===== src/rtl/burst_pkg.sv =====
package burst_pkg;

    typedef enum logic [1:0] {
        ST_IDLE = 2'd0,
        ST_WAIT = 2'd1,
        ST_ACK  = 2'd2
    } st_t;

    localparam int IDXW   = 3;   // halfword position inside a block
    localparam int WAITW  = 2;   // wait-state count width

endpackage


===== src/rtl/bst_wrap_step.sv =====
module bst_wrap_step
    import burst_pkg::*;
(
    input  logic [IDXW-1:0] idx,
    input  logic [IDXW-1:0] beats,
    input  logic            half,
    output logic [IDXW-1:0] idx_next,
    output logic            cap_hit
);

    localparam logic [IDXW-1:0] LAST_WORD = IDXW'(3);
    localparam logic [IDXW-1:0] LAST_HALF = IDXW'(7);

    logic [1:0] word_pos_nx;

    always_comb begin
        word_pos_nx = idx[1:0] + 2'd1;
        if (half) begin
            idx_next = idx + IDXW'(1);
            cap_hit  = (beats == LAST_HALF);
        end else begin
            idx_next = {1'b0, word_pos_nx};
            cap_hit  = (beats == LAST_WORD);
        end
    end

endmodule


===== src/rtl/bst_wait_timer.sv =====
module bst_wait_timer
    import burst_pkg::*;
(
    input  logic             clk,
    input  logic             rst_n,
    input  logic             load,
    input  logic [WAITW-1:0] load_val,
    input  logic             run,
    output logic             expire
);

    logic [WAITW-1:0] cnt_d, cnt_q;

    always_comb begin
        cnt_d = cnt_q;
        if (load) begin
            cnt_d = load_val;
        end else if (run && (cnt_q != '0)) begin
            cnt_d = cnt_q - WAITW'(1);
        end
        expire = (cnt_q == WAITW'(1));
    end

    always_ff @(posedge clk or negedge rst_n) begin
        if (!rst_n) begin
            cnt_q <= '0;
        end else begin
            cnt_q <= cnt_d;
        end
    end

endmodule


===== src/rtl/bst_word_store.sv =====
module bst_word_store #(
    parameter int NW  = 16,
    parameter int DW  = 32,
    parameter int WAW = 4
) (
    input  logic           clk,
    input  logic           rst_n,
    input  logic           we,
    input  logic [WAW-1:0] waddr,
    input  logic           half,
    input  logic           hsel,
    input  logic [DW-1:0]  wdata,
    output logic [DW-1:0]  rdata
);

    localparam int HW = DW / 2;

    typedef struct packed {
        logic [NW-1:0][DW-1:0] mem;
    } store_t;

    store_t s_d, s_q;
    logic [DW-1:0] word_rd;

    always_comb begin
        s_d     = s_q;
        word_rd = s_q.mem[waddr];
        if (we) begin
            if (!half) begin
                s_d.mem[waddr] = wdata;
            end else if (hsel) begin
                s_d.mem[waddr][DW-1:HW] = wdata[HW-1:0];
            end else begin
                s_d.mem[waddr][HW-1:0] = wdata[HW-1:0];
            end
        end
        if (!half) begin
            rdata = word_rd;
        end else if (hsel) begin
            rdata = {{HW{1'b0}}, word_rd[DW-1:HW]};
        end else begin
            rdata = {{HW{1'b0}}, word_rd[HW-1:0]};
        end
    end

    always_ff @(posedge clk or negedge rst_n) begin
        if (!rst_n) begin
            s_q <= '0;
        end else begin
            s_q <= s_d;
        end
    end

endmodule


===== src/rtl/burst_slave.sv =====
module burst_slave
    import burst_pkg::*;
#(
    parameter int AW = 6,
    parameter int DW = 32
) (
    input  logic          clk,
    input  logic          rst_n,
    input  logic          xfer_start,
    input  logic          burst_req,
    input  logic          write_req,
    input  logic          half_port,
    input  logic [AW-1:1] addr,
    input  logic [DW-1:0] wdata,
    input  logic          more_beats,
    input  logic [1:0]    wait_cfg,
    input  logic          refuse_burst,
    output logic          ack,
    output logic          inhibit,
    output logic [DW-1:0] rdata
);

    localparam int BW  = AW - 4;        // block number width
    localparam int WAW = AW - 2;        // word address width
    localparam int NW  = 2 ** WAW;      // words in the store

    typedef struct packed {
        st_t              st;
        logic [BW-1:0]    base;
        logic [IDXW-1:0]  idx;
        logic [IDXW-1:0]  beats;
        logic [WAITW-1:0] wcfg;
        logic             wr;
        logic             bur;
        logic             half;
        logic             refuse;
        logic             fin;
    } ctl_t;

    localparam ctl_t CTL_RST = '0;

    ctl_t q, d;

    logic [IDXW-1:0]  idx_nx;
    logic             cap_hit;
    logic             tmr_load;
    logic [WAITW-1:0] tmr_val;
    logic             tmr_run;
    logic             tmr_expire;
    logic             last_beat;
    logic             st_we;
    logic [WAW-1:0]   st_addr;
    logic             st_hsel;

    // observation points for the bound checker
    logic             busy;
    logic             bursting;
    logic             half_act;

    bst_wrap_step u_wrap (
        .idx      (q.idx),
        .beats    (q.beats),
        .half     (q.half),
        .idx_next (idx_nx),
        .cap_hit  (cap_hit)
    );

    bst_wait_timer u_timer (
        .clk      (clk),
        .rst_n    (rst_n),
        .load     (tmr_load),
        .load_val (tmr_val),
        .run      (tmr_run),
        .expire   (tmr_expire)
    );

    bst_word_store #(
        .NW  (NW),
        .DW  (DW),
        .WAW (WAW)
    ) u_store (
        .clk   (clk),
        .rst_n (rst_n),
        .we    (st_we),
        .waddr (st_addr),
        .half  (q.half),
        .hsel  (st_hsel),
        .wdata (wdata),
        .rdata (rdata)
    );

    always_comb begin
        d         = q;
        tmr_load  = 1'b0;
        tmr_val   = wait_cfg;
        tmr_run   = 1'b0;
        last_beat = !q.bur || q.refuse || q.fin || !more_beats || cap_hit;

        unique case (q.st)
            ST_IDLE: begin
                if (xfer_start) begin
                    d.base   = addr[AW-1:4];
                    d.idx    = half_port ? addr[3:1] : {1'b0, addr[3:2]};
                    d.beats  = '0;
                    d.wcfg   = wait_cfg;
                    d.wr     = write_req;
                    d.bur    = burst_req;
                    d.half   = half_port;
                    d.refuse = refuse_burst;
                    d.fin    = !more_beats;
                    tmr_load = 1'b1;
                    tmr_val  = wait_cfg;
                    d.st     = (wait_cfg == '0) ? ST_ACK : ST_WAIT;
                end
            end
            ST_WAIT: begin
                tmr_run = 1'b1;
                d.fin   = q.fin | !more_beats;
                if (tmr_expire) begin
                    d.st = ST_ACK;
                end
            end
            ST_ACK: begin
                if (last_beat) begin
                    d.st = ST_IDLE;
                end else begin
                    d.idx    = idx_nx;
                    d.beats  = q.beats + IDXW'(1);
                    tmr_load = 1'b1;
                    tmr_val  = q.wcfg;
                    d.st     = (q.wcfg == '0) ? ST_ACK : ST_WAIT;
                end
            end
            default: begin
                d.st = ST_IDLE;
            end
        endcase
    end

    always_ff @(posedge clk or negedge rst_n) begin
        if (!rst_n) begin
            q <= CTL_RST;
        end else begin
            q <= d;
        end
    end

    always_comb begin
        ack      = (q.st == ST_ACK);
        inhibit  = ack && q.bur && q.refuse;
        st_we    = ack && q.wr;
        st_addr  = {q.base, (q.half ? q.idx[2:1] : q.idx[1:0])};
        st_hsel  = q.half & q.idx[0];
        busy     = (q.st != ST_IDLE);
        bursting = q.bur;
        half_act = q.half;
    end

endmodule


===== config.mk =====
export PLATFORM = sky130hd
export DESIGN_NAME = burst_slave
export DESIGN_NICKNAME = d
export VERILOG_FILES = /design/src/rtl/burst_pkg.sv /design/src/rtl/bst_wrap_step.sv /design/src/rtl/bst_wait_timer.sv /design/src/rtl/bst_word_store.sv /design/src/rtl/burst_slave.sv
export SDC_FILE = /design/constraint.sdc
export NUM_CORES = 1
export LEC_CHECK = 0
export BUFFER_PORTS_ARGS = -buffer_cell sky130_fd_sc_hd__buf_2
export CAP_MARGIN = 15
export CELL_PAD_IN_SITES_DETAIL_PLACEMENT = 1
export CELL_PAD_IN_SITES_GLOBAL_PLACEMENT = 2
export CORE_MARGIN = 8
export CORE_UTILIZATION = 46
export CTS_BUF_LIST = sky130_fd_sc_hd__clkbuf_16
export CTS_CLUSTER_SIZE = 30
export DETAILED_ROUTE_END_ITERATION = 10
export PLACE_DENSITY_LB_ADDON = 0.1
export SYNTH_ARGS = -nofsm -noshare
export SYNTH_HDL_FRONTEND = slang
export SYNTH_SLANG_ARGS = --single-unit

===== constraint.sdc =====
create_clock -name clk -period 6.3 [get_ports clk]
set_clock_uncertainty 0.15 [all_clocks]
set_input_delay 0.63 -clock clk [delete_from_list [all_inputs] [get_ports clk]]
set_output_delay 0.63 -clock clk [all_outputs]
set_load 0.01 [all_outputs]

# == Word-level counts from Yosys, hierarchy flattened ==
# Cells that the tools add are included.
# word_totals
wordCells,101
reg_bits,531
# op_classes
n_reduce_logical,22
eq_ne,8
n_lt_le_gt_ge,2
n_addsub,4
bitwise,2
n_mux,36
# ops
cell,n
$bwmux 512,3
$mux 512,2
$demux 32 s4,3
$bmux 32 s4,1
$mux 32,4
$mux 16,2
$mux 2,9
$mux 17,1
$pmux 6 s2,1
$reduce_bool 2->1,4
$add 3x1->3 const B,2
$logic_not 2->1,3
$mux 3,2
$mux 6,1
$ne 2x2->1 const B,3
$pmux 2 s3,1
$reduce_and 2->1,3
$logic_and 1x1->1,5
$lt 4x5->1 const B,1
$eq 2x1->1 const B,2
$ge 4x1->1 const B,1
$logic_or 1x1->1,4
$mux 1,4
$pmux 1 s2,2
9 further kinds,10

# == Longest topological paths before layout ==
# Gate-level depths: netlist (run 1).
# logic_depth
word_depth,8
depth_mapped,10

# == By module ==
# A second synthesis (run 1) with hierarchy kept.
# hier_totals
cells_unflattened,1968
area_unflattened_um2,24992.7
# modules_own_cells
module,cells_each,seq_area_each_um2,n_inst,area_per_inst_um2
bst_word_store,1868,12812.3,1,23869.1
burst_slave,80,425.4,1,937.1
bst_wait_timer,14,50.0,1,138.9
bst_wrap_step,6,0.0,1,47.5

# == Least setup slack after synthesis (run 1) ==
# Ideal clock, no wire load.
# synth_timing
path_type,register to output
start,"register q, in the netlist half_act"
end,output rdata[0]
t_arrival_ps,2074
path_buffers,3
slack_ps,3446
path_stages_with_launch,8
cell_sequence,dfrtp_1 buf_6 buf_6 mux2i_1 buf_4 mux4_1 a2111oi_0 a21oi_1
# synth_via
elab_chain_cells,5
elab_cells_between_ends,6
classes_between,5 x mux; 1 x bitwise
# synth_lines
item,line,source
"start, declared",burst_slave.sv:42,"ctl_t q, d;"
"start signal, assigned",burst_slave.sv:142,q <= CTL_RST;
"start signal, assigned",burst_slave.sv:144,q <= d;
$mux 2,burst_slave.sv:152,"st_addr = {q.base, (q.half ? q.idx[2:1] : q.idx[1:0])};"
$bmux 32 s4,bst_word_store.sv:27,word_rd = s_q.mem[waddr];
$mux 32 (not written as such),bst_word_store.sv:27,
$mux 16,bst_word_store.sv:39,end else if (hsel) begin
$mux 32 *,bst_word_store.sv:37,if (!half) begin
"end, declared",burst_slave.sv:20,output logic [DW-1:0] rdata
# Mark *: on every way between the ends. The rest lies on a longest branch, timed or not. The select of a mux whose other input is x is not followed.

# == Worst setup path in the final report (run 1) ==
# layout_timing
start,register q[12] (netlist bit)
end,output rdata[9]
# layout_via
elab_chain_cells,5
# layout_lines
item,line
$mux 2 *,burst_slave.sv:152
$bmux 32 s4 *,bst_word_store.sv:27
$mux 32 (not written as such) *,bst_word_store.sv:27
$mux 16,bst_word_store.sv:39
$mux 32 *,bst_word_store.sv:37
# Marked as above.

==> metrics.yaml, run 1 <==
clock_tree:
  htreeDepth: 2
  post_cts_buffers: 0
  clock_sinks: 531
  clk_pin_slew_worst_paths_ps: 60
  cts-root-buf: "clkbuf_16"
  cts_buffers: 60
  cts_buffer_depth: 3
  cts_tree: "yes"
  cts_resized: 0
  insertion_delay_ps: 640
logic_synthesis:
  synth_compound_area_share_pct: 12.9
  syn_avg_cell_area_um2: 11.0
  synthTopCellsByCount: "531 x dfrtp_1, 257 x mux2_2, 249 x a21oi_1"
  synth_flop_cell: "dfrtp_1"
  yosysSeqAreaShare_pct: 50.4
  synthesis.nets: 2442
  synth_edf_count: 0
  synth.area.mux_share_pct: 23.4
  synth_xor_area_share_pct: 0.0332
  yosys.area_share.simple_pct: 9.20
  yosysWarningCount: 0
  synth_top_family_by_area: "multiplexers"
  synth_top_area_share_pct: 50.4
  yosysTopAreaCell: "dfrtp_1"
  synth_cell_type_count: 60
  syn_area_um2: 26400
  synth.most_common_cell: "dfrtp_1"
  yosys_register_bits: 531
  synth_fa_ha_area_share_pct: 0.190
  synthCells: 2391
  async_reset_ff_share_pct: 100
  synthTopCellsByArea: "dfrtp_1 50%, mux2_2 11%, mux2i_1 8.7%"
critical_path:
  cp-start-kind: "flip-flop"
  path_class: "reg -> out"
  worstPathCellList: "and2_4 > or2_1 > buf_4 > mux4_1 > a2111oi_0 > a2bb2oi_1 > buf_2"
  cp_slowest_cell: "a2111oi_0"
  reg2reg_depth: 6
  worstPathRequired_ps: 5520
  cp_data_arrival_time_ps: 4240
  startpoint: "q[12]"
  critical-path-max-stage-delay_ps: 840
  r2r_setup_slack_ps: 2550
  end_kind: "primary output"
  crit_end: "rdata[9]"
  r2r-start: "q[14]"
  reg2reg_to: "u_store.s_q[422]"
  cp_max_fo: 37
sta:
  rsz0062_at_grt: "no"
  max_freq_ghz: 0.199
  slew_headroom_pct: 25.1
  hold_ws_ps: 57.2
  slew_viol_final: 0
  fin_crit_sh_pct: 79.7
  setup_viol: 0
  layout_setup_ws_ps: 1280
  fin_crit_ps: 5020
  hold_viol: 0
  setup-tns-final_ps: 0
  worst_pin_slew_ps: 1120
drt:
  wl_met2_um: 41300
  routedWlPerCell_um: 26.5
  m1WireLength_um: 38300
  ant_nets: 0
  drt-initial-drc-count: 1267
  totalWireLength_um: 85100
  vias: 19400
  highest_layer: "met5"
  wl_met3_um: 3180
  first_pass_iters: 5
  via_per_inst: 6.05
  route.detailed.drc: 0
global_route:
  grt_max_degree: 157
  grtUsageTotal_pct: 25.8
  antenna_found_initial: 1
  grt_first_pass_wirelength_um: 132000
  grt_pass1_vias: 21100
  grt-ovfl-total: 0
power_and_ir_drop:
  p_comb_share_pct: 43.2
  leakage_uw: 0.0124
  p_int_uw: 8730
  switching_share_pct: 41.7
  ir_worst_vdd_uv: 289
  powerDensity_nw_per_um2: 511
  p_switching_uw: 6240
  p_seq_share_pct: 35.0
  p_clk_share_pct: 21.8
finish:
  stdcell_count: 3209
  drive_gt1_share_pct: 23.7
  fillers: 5951
  nNetsFinal: 2456
  final_area_um2: 29300
  synthToLayoutAreaGrowth_pct: 11.2
placed_design:
  port_buffers: 80
  dpl_cell_area_um2: 27500
  detailed_place_hpwl_um: 52900
  gp_congestion: 0.784
  dp_slack_ps: 1930
  dp_cells: 3098
die:
  die_w_um: 255
  dieArea_um2: 65200
  io_pins: 81
  die_h_um: 255
  core_area_um2: 56500
  row_count: 87
  start_util_pct: 46.7
job:
  maxCapViolations: 0
worst_hold_path:
  hp-class: "in -> reg"
status:
  outcome: "complete, no violations"
==> repair_timing <==
action / 4_1_cts / 5_1_grt
endpoints found under the hold margin: 53 / 0
endpoints found under the setup margin: 0 / 0
hold buffers: 1 / 0
==> power groups by stage <==
stage                     registers [uW]  clock network (uW)  logic (uW)
after global placement              5200                   0        6300
after global routing                5370                3450        6930
after floorplan                     4920                   0        4410
after detailed placement            5280                   0        6450
final                               5250                3260        6470
after CTS                           5230                3330        6470
==> layout by cell type, fill, tap and decap left out, drive strengths merged, types with 8 or more instances in the layout <==
| cell type | synthesis | layout |
|---|---|---|
| a32oi | 10 | 10 |
| a31oi | 10 | 10 |
| clkbuf | 119 | 60 |
| nand2b | 11 | 11 |
| nor2b | 28 | 28 |
| buf | 87 | 157 |
| mux2i | 229 | 229 |
| o22ai | 11 | 11 |
| clkinv | 0 | 24 |
| o211ai | 11 | 11 |
| o21ai | 86 | 86 |
| dfrtp | 531 | 531 |
| a221oi | 10 | 10 |
| nor3 | 8 | 8 |
| nor2 | 248 | 248 |
| mux2 | 267 | 267 |
| inv | 8 | 25 |
| mux4 | 37 | 37 |
| a22oi | 104 | 104 |
| nand2 | 176 | 176 |
| nand3 | 55 | 55 |
| o221ai | 16 | 16 |
| and3 | 11 | 11 |
| a2111oi | 17 | 17 |
| a21oi | 249 | 249 |
==> registers in the layout, summed over array words and instances (netlist names) <==
| name | count |
|---|---|
| u_store.s_q | 512 |
| q | 15 |
| bursting | 1 |
| u_timer.cnt_q | 2 |
| half_act | 1 |
==> cell families (layout without fill, tap and decap cells) <==
logic type,Yosys count,count (layout)
buffers and inverters,214,273
adder cells (fa/ha/maj),4,4
flip-flops,531,531
AND/OR/NAND/NOR,557,557
AO/OA/AOI/OAI,551,551
multiplexers,533,533
XOR/XNOR,1,1
other,0,3
==> cell type report <==
| type | instances | area [um2] | share of cell area, % |
|---|---|---|---|
| multi-input combinational | 1646 | 12200 | 41.5 |
| antenna | 3 | 7.51 | 0.0256 |
| inverter | 8 | 30.0 | 0.102 |
| sequential | 531 | 13300 | 45.4 |
| timing repair buffer | 158 | 1060 | 3.60 |
| tap | 756 | 946 | 3.23 |
| clock buffer | 60 | 1500 | 5.12 |
| clock inverter | 47 | 298 | 1.02 |
==> stage by stage <==
stage	power [uW]	utilization [%]
2_1_floorplan	9330	-
6_report	15000	51.9
4_1_cts	15000	51.9
5_1_grt	15800	51.9
3_3_place_gp	11500	48.6
3_5_place_dp	11700	48.7
==> worst min path at each step <==
stage / startpoint / endpoint / slack (ps) / cells past startpoint
CTS: burst_req / bursting / 20 / 3
floorplan: rst_n / bursting / 180 / 0
global placement: u_store.s_q[47] / u_store.s_q[47] / 310 / 1
global route: burst_req / bursting / 60 / 3
detailed placement: u_store.s_q[159] / u_store.s_q[159] / 320 / 2
finish: burst_req / bursting / 60 / 3
==> worst max-delay path, delay by kind of cell (launching register included) <==
family,cells,cell delay (ps)
simple gates,2,890
compound gates,2,1030
buf+inv,2,540
mux,1,350
flops,1,770
==> routing by layer <==
| metal | vias up | GRT usage, % |
|---|---|---|
| li1 | 8681 | - |
| met2 | 387 | 43.4 |
| met4 | 2 | 7.26 |
| met3 | 128 | 3.27 |
| met1 | 10200 | 34.7 |
| met5 | - | 0 |
Power figures use the tool's default switching activity.
==> run 2, diff against run 1 <==
--- a/config.mk
+++ b/config.mk
@@ -5,12 +5,13 @@
 export SDC_FILE = /design/constraint.sdc
 export NUM_CORES = 1
 export LEC_CHECK = 0
+export ABC_AREA = 1
 export BUFFER_PORTS_ARGS = -buffer_cell sky130_fd_sc_hd__buf_2
 export CAP_MARGIN = 15
 export CELL_PAD_IN_SITES_DETAIL_PLACEMENT = 1
 export CELL_PAD_IN_SITES_GLOBAL_PLACEMENT = 2
 export CORE_MARGIN = 8
-export CORE_UTILIZATION = 46
+export CORE_UTILIZATION = 37
 export CTS_BUF_LIST = sky130_fd_sc_hd__clkbuf_16
 export CTS_CLUSTER_SIZE = 30
 export DETAILED_ROUTE_END_ITERATION = 10
==> constraint.sdc (replaced) <==
create_clock -name clk -period 5.2 [get_ports clk]
set_clock_uncertainty 0.15 [all_clocks]
set_input_delay 0.52 -clock clk [delete_from_list [all_inputs] [get_ports clk]]
set_output_delay 0.52 -clock clk [all_outputs]
set_load 0.01 [all_outputs]
==> run 2 against run 1 <==
- die area is 20% higher
- register-to-register slack got worse by 960 ps
- global-route usage shrank 1.4 points
- first-iteration DRC count is 46% higher
- highest routed layer unchanged
- final area down 1.6%
- power up 32%
- non-clock buffer count fell by 16
- worst hold slack got worse by 26 ps
- core utilization decreased by 9.9 points
- via count grew 16%
- critical path depth grew 5
==> metrics.yaml, run 2 <==
status:
  outcome: "complete, no violations"
die:
  row_count: 96
  die_w_um: 279
  start_util_pct: 37.4
  dieArea_um2: 78100
  die_h_um: 279
  io_pins: 81
  core_area_um2: 68700
logic_synthesis:
  yosysSeqAreaShare_pct: 51.7
  yosys_register_bits: 531
  async_reset_ff_share_pct: 100
  synth_top_area_share_pct: 51.7
  yosysWarningCount: 0
  synth.most_common_cell: "nand2_1"
  yosysTopAreaCell: "dfrtp_1"
  synth_flop_cell: "dfrtp_1"
  synthTopCellsByArea: "dfrtp_1 52%, nand2_1 20%, o21ai_0 7.6%"
  synth_edf_count: 0
  synthesis.nets: 3411
  synthCells: 3360
  synthTopCellsByCount: "1358 x nand2_1, 531 x dfrtp_1, 390 x o21ai_0"
  synth_cell_type_count: 31
  syn_avg_cell_area_um2: 7.64
  syn_area_um2: 25700
critical_path:
  end_kind: "primary output"
  r2r-start: "half_act"
  cp_max_fo: 76
  worstPathRequired_ps: 4530
  reg2reg_to: "u_store.s_q[464]"
  cp-start-kind: "flip-flop"
  r2r_setup_slack_ps: 1590
  crit_end: "rdata[12]"
  cp_data_arrival_time_ps: 4000
  path_class: "reg -> out"
  startpoint: "half_act"
  reg2reg_depth: 10
job:
  maxCapViolations: 0
power_and_ir_drop:
  powerDensity_nw_per_um2: 686
  ir_worst_vdd_uv: 399
  leakage_uw: 0.0155
placed_design:
  dp_cells: 4188
  dp_slack_ps: 1110
  gp_congestion: 0.792
  detailed_place_hpwl_um: 58400
  port_buffers: 80
  dpl_cell_area_um2: 26700
clock_tree:
  cts_buffers: 66
  cts_tree: "yes"
  htreeDepth: 3
  cts_buffer_depth: 3
  clk_pin_slew_worst_paths_ps: 60
  cts-root-buf: "clkbuf_16"
  insertion_delay_ps: 600
  clock_sinks: 531
sta:
  max_freq_ghz: 0.214
  slew_headroom_pct: 19.0
  fin_crit_sh_pct: 89.9
  slew_viol_final: 0
  setup_viol: 0
  hold_viol: 0
  worst_pin_slew_ps: 1210
  layout_setup_ws_ps: 526
  rsz0062_at_grt: "no"
  setup-tns-final_ps: 0
  fin_crit_ps: 4670
drt:
  totalWireLength_um: 95000
  routedWlPerCell_um: 22.0
  route.detailed.drc: 0
  first_pass_iters: 5
  via_per_inst: 5.23
  ant_nets: 0
  vias: 22600
  drt-initial-drc-count: 1854
finish:
  reg_top3: "u_store.s_q x512, q x15, u_timer.cnt_q x2"
  nNetsFinal: 3382
  largest_reg_flops: 512
  drive_gt1_share_pct: 7.48
  largest-register: "u_store.s_q"
  layout_commonest_cell: "nand2_1"
  layout.cells.most_common_list: "1357 x nand2_1, 531 x dfrtp_1, 390 x o21ai_0"
  fillers: 8436
  n_antenna_cell: 0
  final_area_um2: 28800
  synthToLayoutAreaGrowth_pct: 12.2
  stdcell_count: 4312
global_route:
  grtUsageTotal_pct: 24.4
  grt-ovfl-total: 0
  antenna_found_initial: 8
  grt_pass1_vias: 23800
  grt_first_pass_wirelength_um: 148000
  grt_max_degree: 123
worst_hold_path:
  hp-class: "in -> reg"
  min_path_cells: 3
## run 2: changes by cell type in the layout (fill, tap and decap cells not counted), moves of 26 or more
cell,change
nand3_1,+87
o21ai_0,+307
mux2_2,-257
a22oi_1,-100
nand2_1,+1183
mux2i_1,-228
mux4_2,-26
nand3b_1,+113
inv_1,+181
o21ai_1,+183
nor2_1,-93
a21oi_1,-208
## run 2: worst min path at each step
stage / start / end / slack, ps
2_1_floorplan: rst_n / bursting / 70
3_3_place_gp: u_store.s_q[374] / u_store.s_q[374] / 310
3_5_place_dp: u_store.s_q[507] / u_store.s_q[507] / 310
4_1_cts: refuse_burst / q[1] / 0.5
5_1_grt: refuse_burst / q[1] / 20
6_report: refuse_burst / q[1] / 30
## run 2: report_power, final
part	switching, uW	leakage [uW]	internal [uW]
sequential	757	0.00496	5510
clock	1850	0.00108	2570
combinational	6490	0.00943	2590
## run 2: through the flow
stage / utilization, % / power [uW] / hold slack [ps]
2_1_floorplan: - / 12000 / 74.4
3_3_place_gp: 38.8 / 15100 / 307
3_5_place_dp: 38.8 / 15400 / 315
4_1_cts: 41.9 / 19900 / 0.466
5_1_grt: 42.0 / 21300 / 17.8
6_report: 42.0 / 19800 / 31.3
## run 2: layout make-up
type	count	area, um2	area share [%]
Clock buffer	68	1700	5.90
Timing Repair Buffer	142	996	3.46
Tap cell	931	1160	4.04
Clock inverter	50	354	1.23
Inverter	192	723	2.51
Sequential cell	531	13300	46.1
Multi-Input combinational cell	2398	10600	36.8
## run 2: repair_timing
| item | CTS | global route |
|---|---|---|
| resized for setup | 0 | 0 |
| hold endpoints to repair | 88 | 0 |
| endpoints found under the setup margin | 0 | 0 |
| hold buffers | 5 | 0 |
| buffers inserted | 0 | 0 |
## run 2: cell families after synthesis
group	after synthesis	share of synthesized area, %
AOI/OAI and AO/OA	620	12.2
buffers and inverters	431	7.26
xor gates and xnor gates	2	0.0682
adders and majority gates	4	0.195
DFF	531	51.7
and+or+nand+nor	1772	28.6
## run 2: layer usage
metal,track usage [%],up-vias,wire length [um]
met5,0,-,27
met4,7.46,4,2650
met3,3.22,133,4350
met2,38.8,512,43000
met1,34.5,11300,45100
li1,-,10600,-
## run 2: critical path, stage by stage, from the launching register on
cell	delay, ps
dfrtp_1	490
buf_4	400
nand2_1	210
nand2_8	250
buf_4	850
nand3_1	170
nand3_1	140
nor2_1	50
nor2_1	190
nand3_1	240
nand2_1	190
inv_1	60
buf_2	140
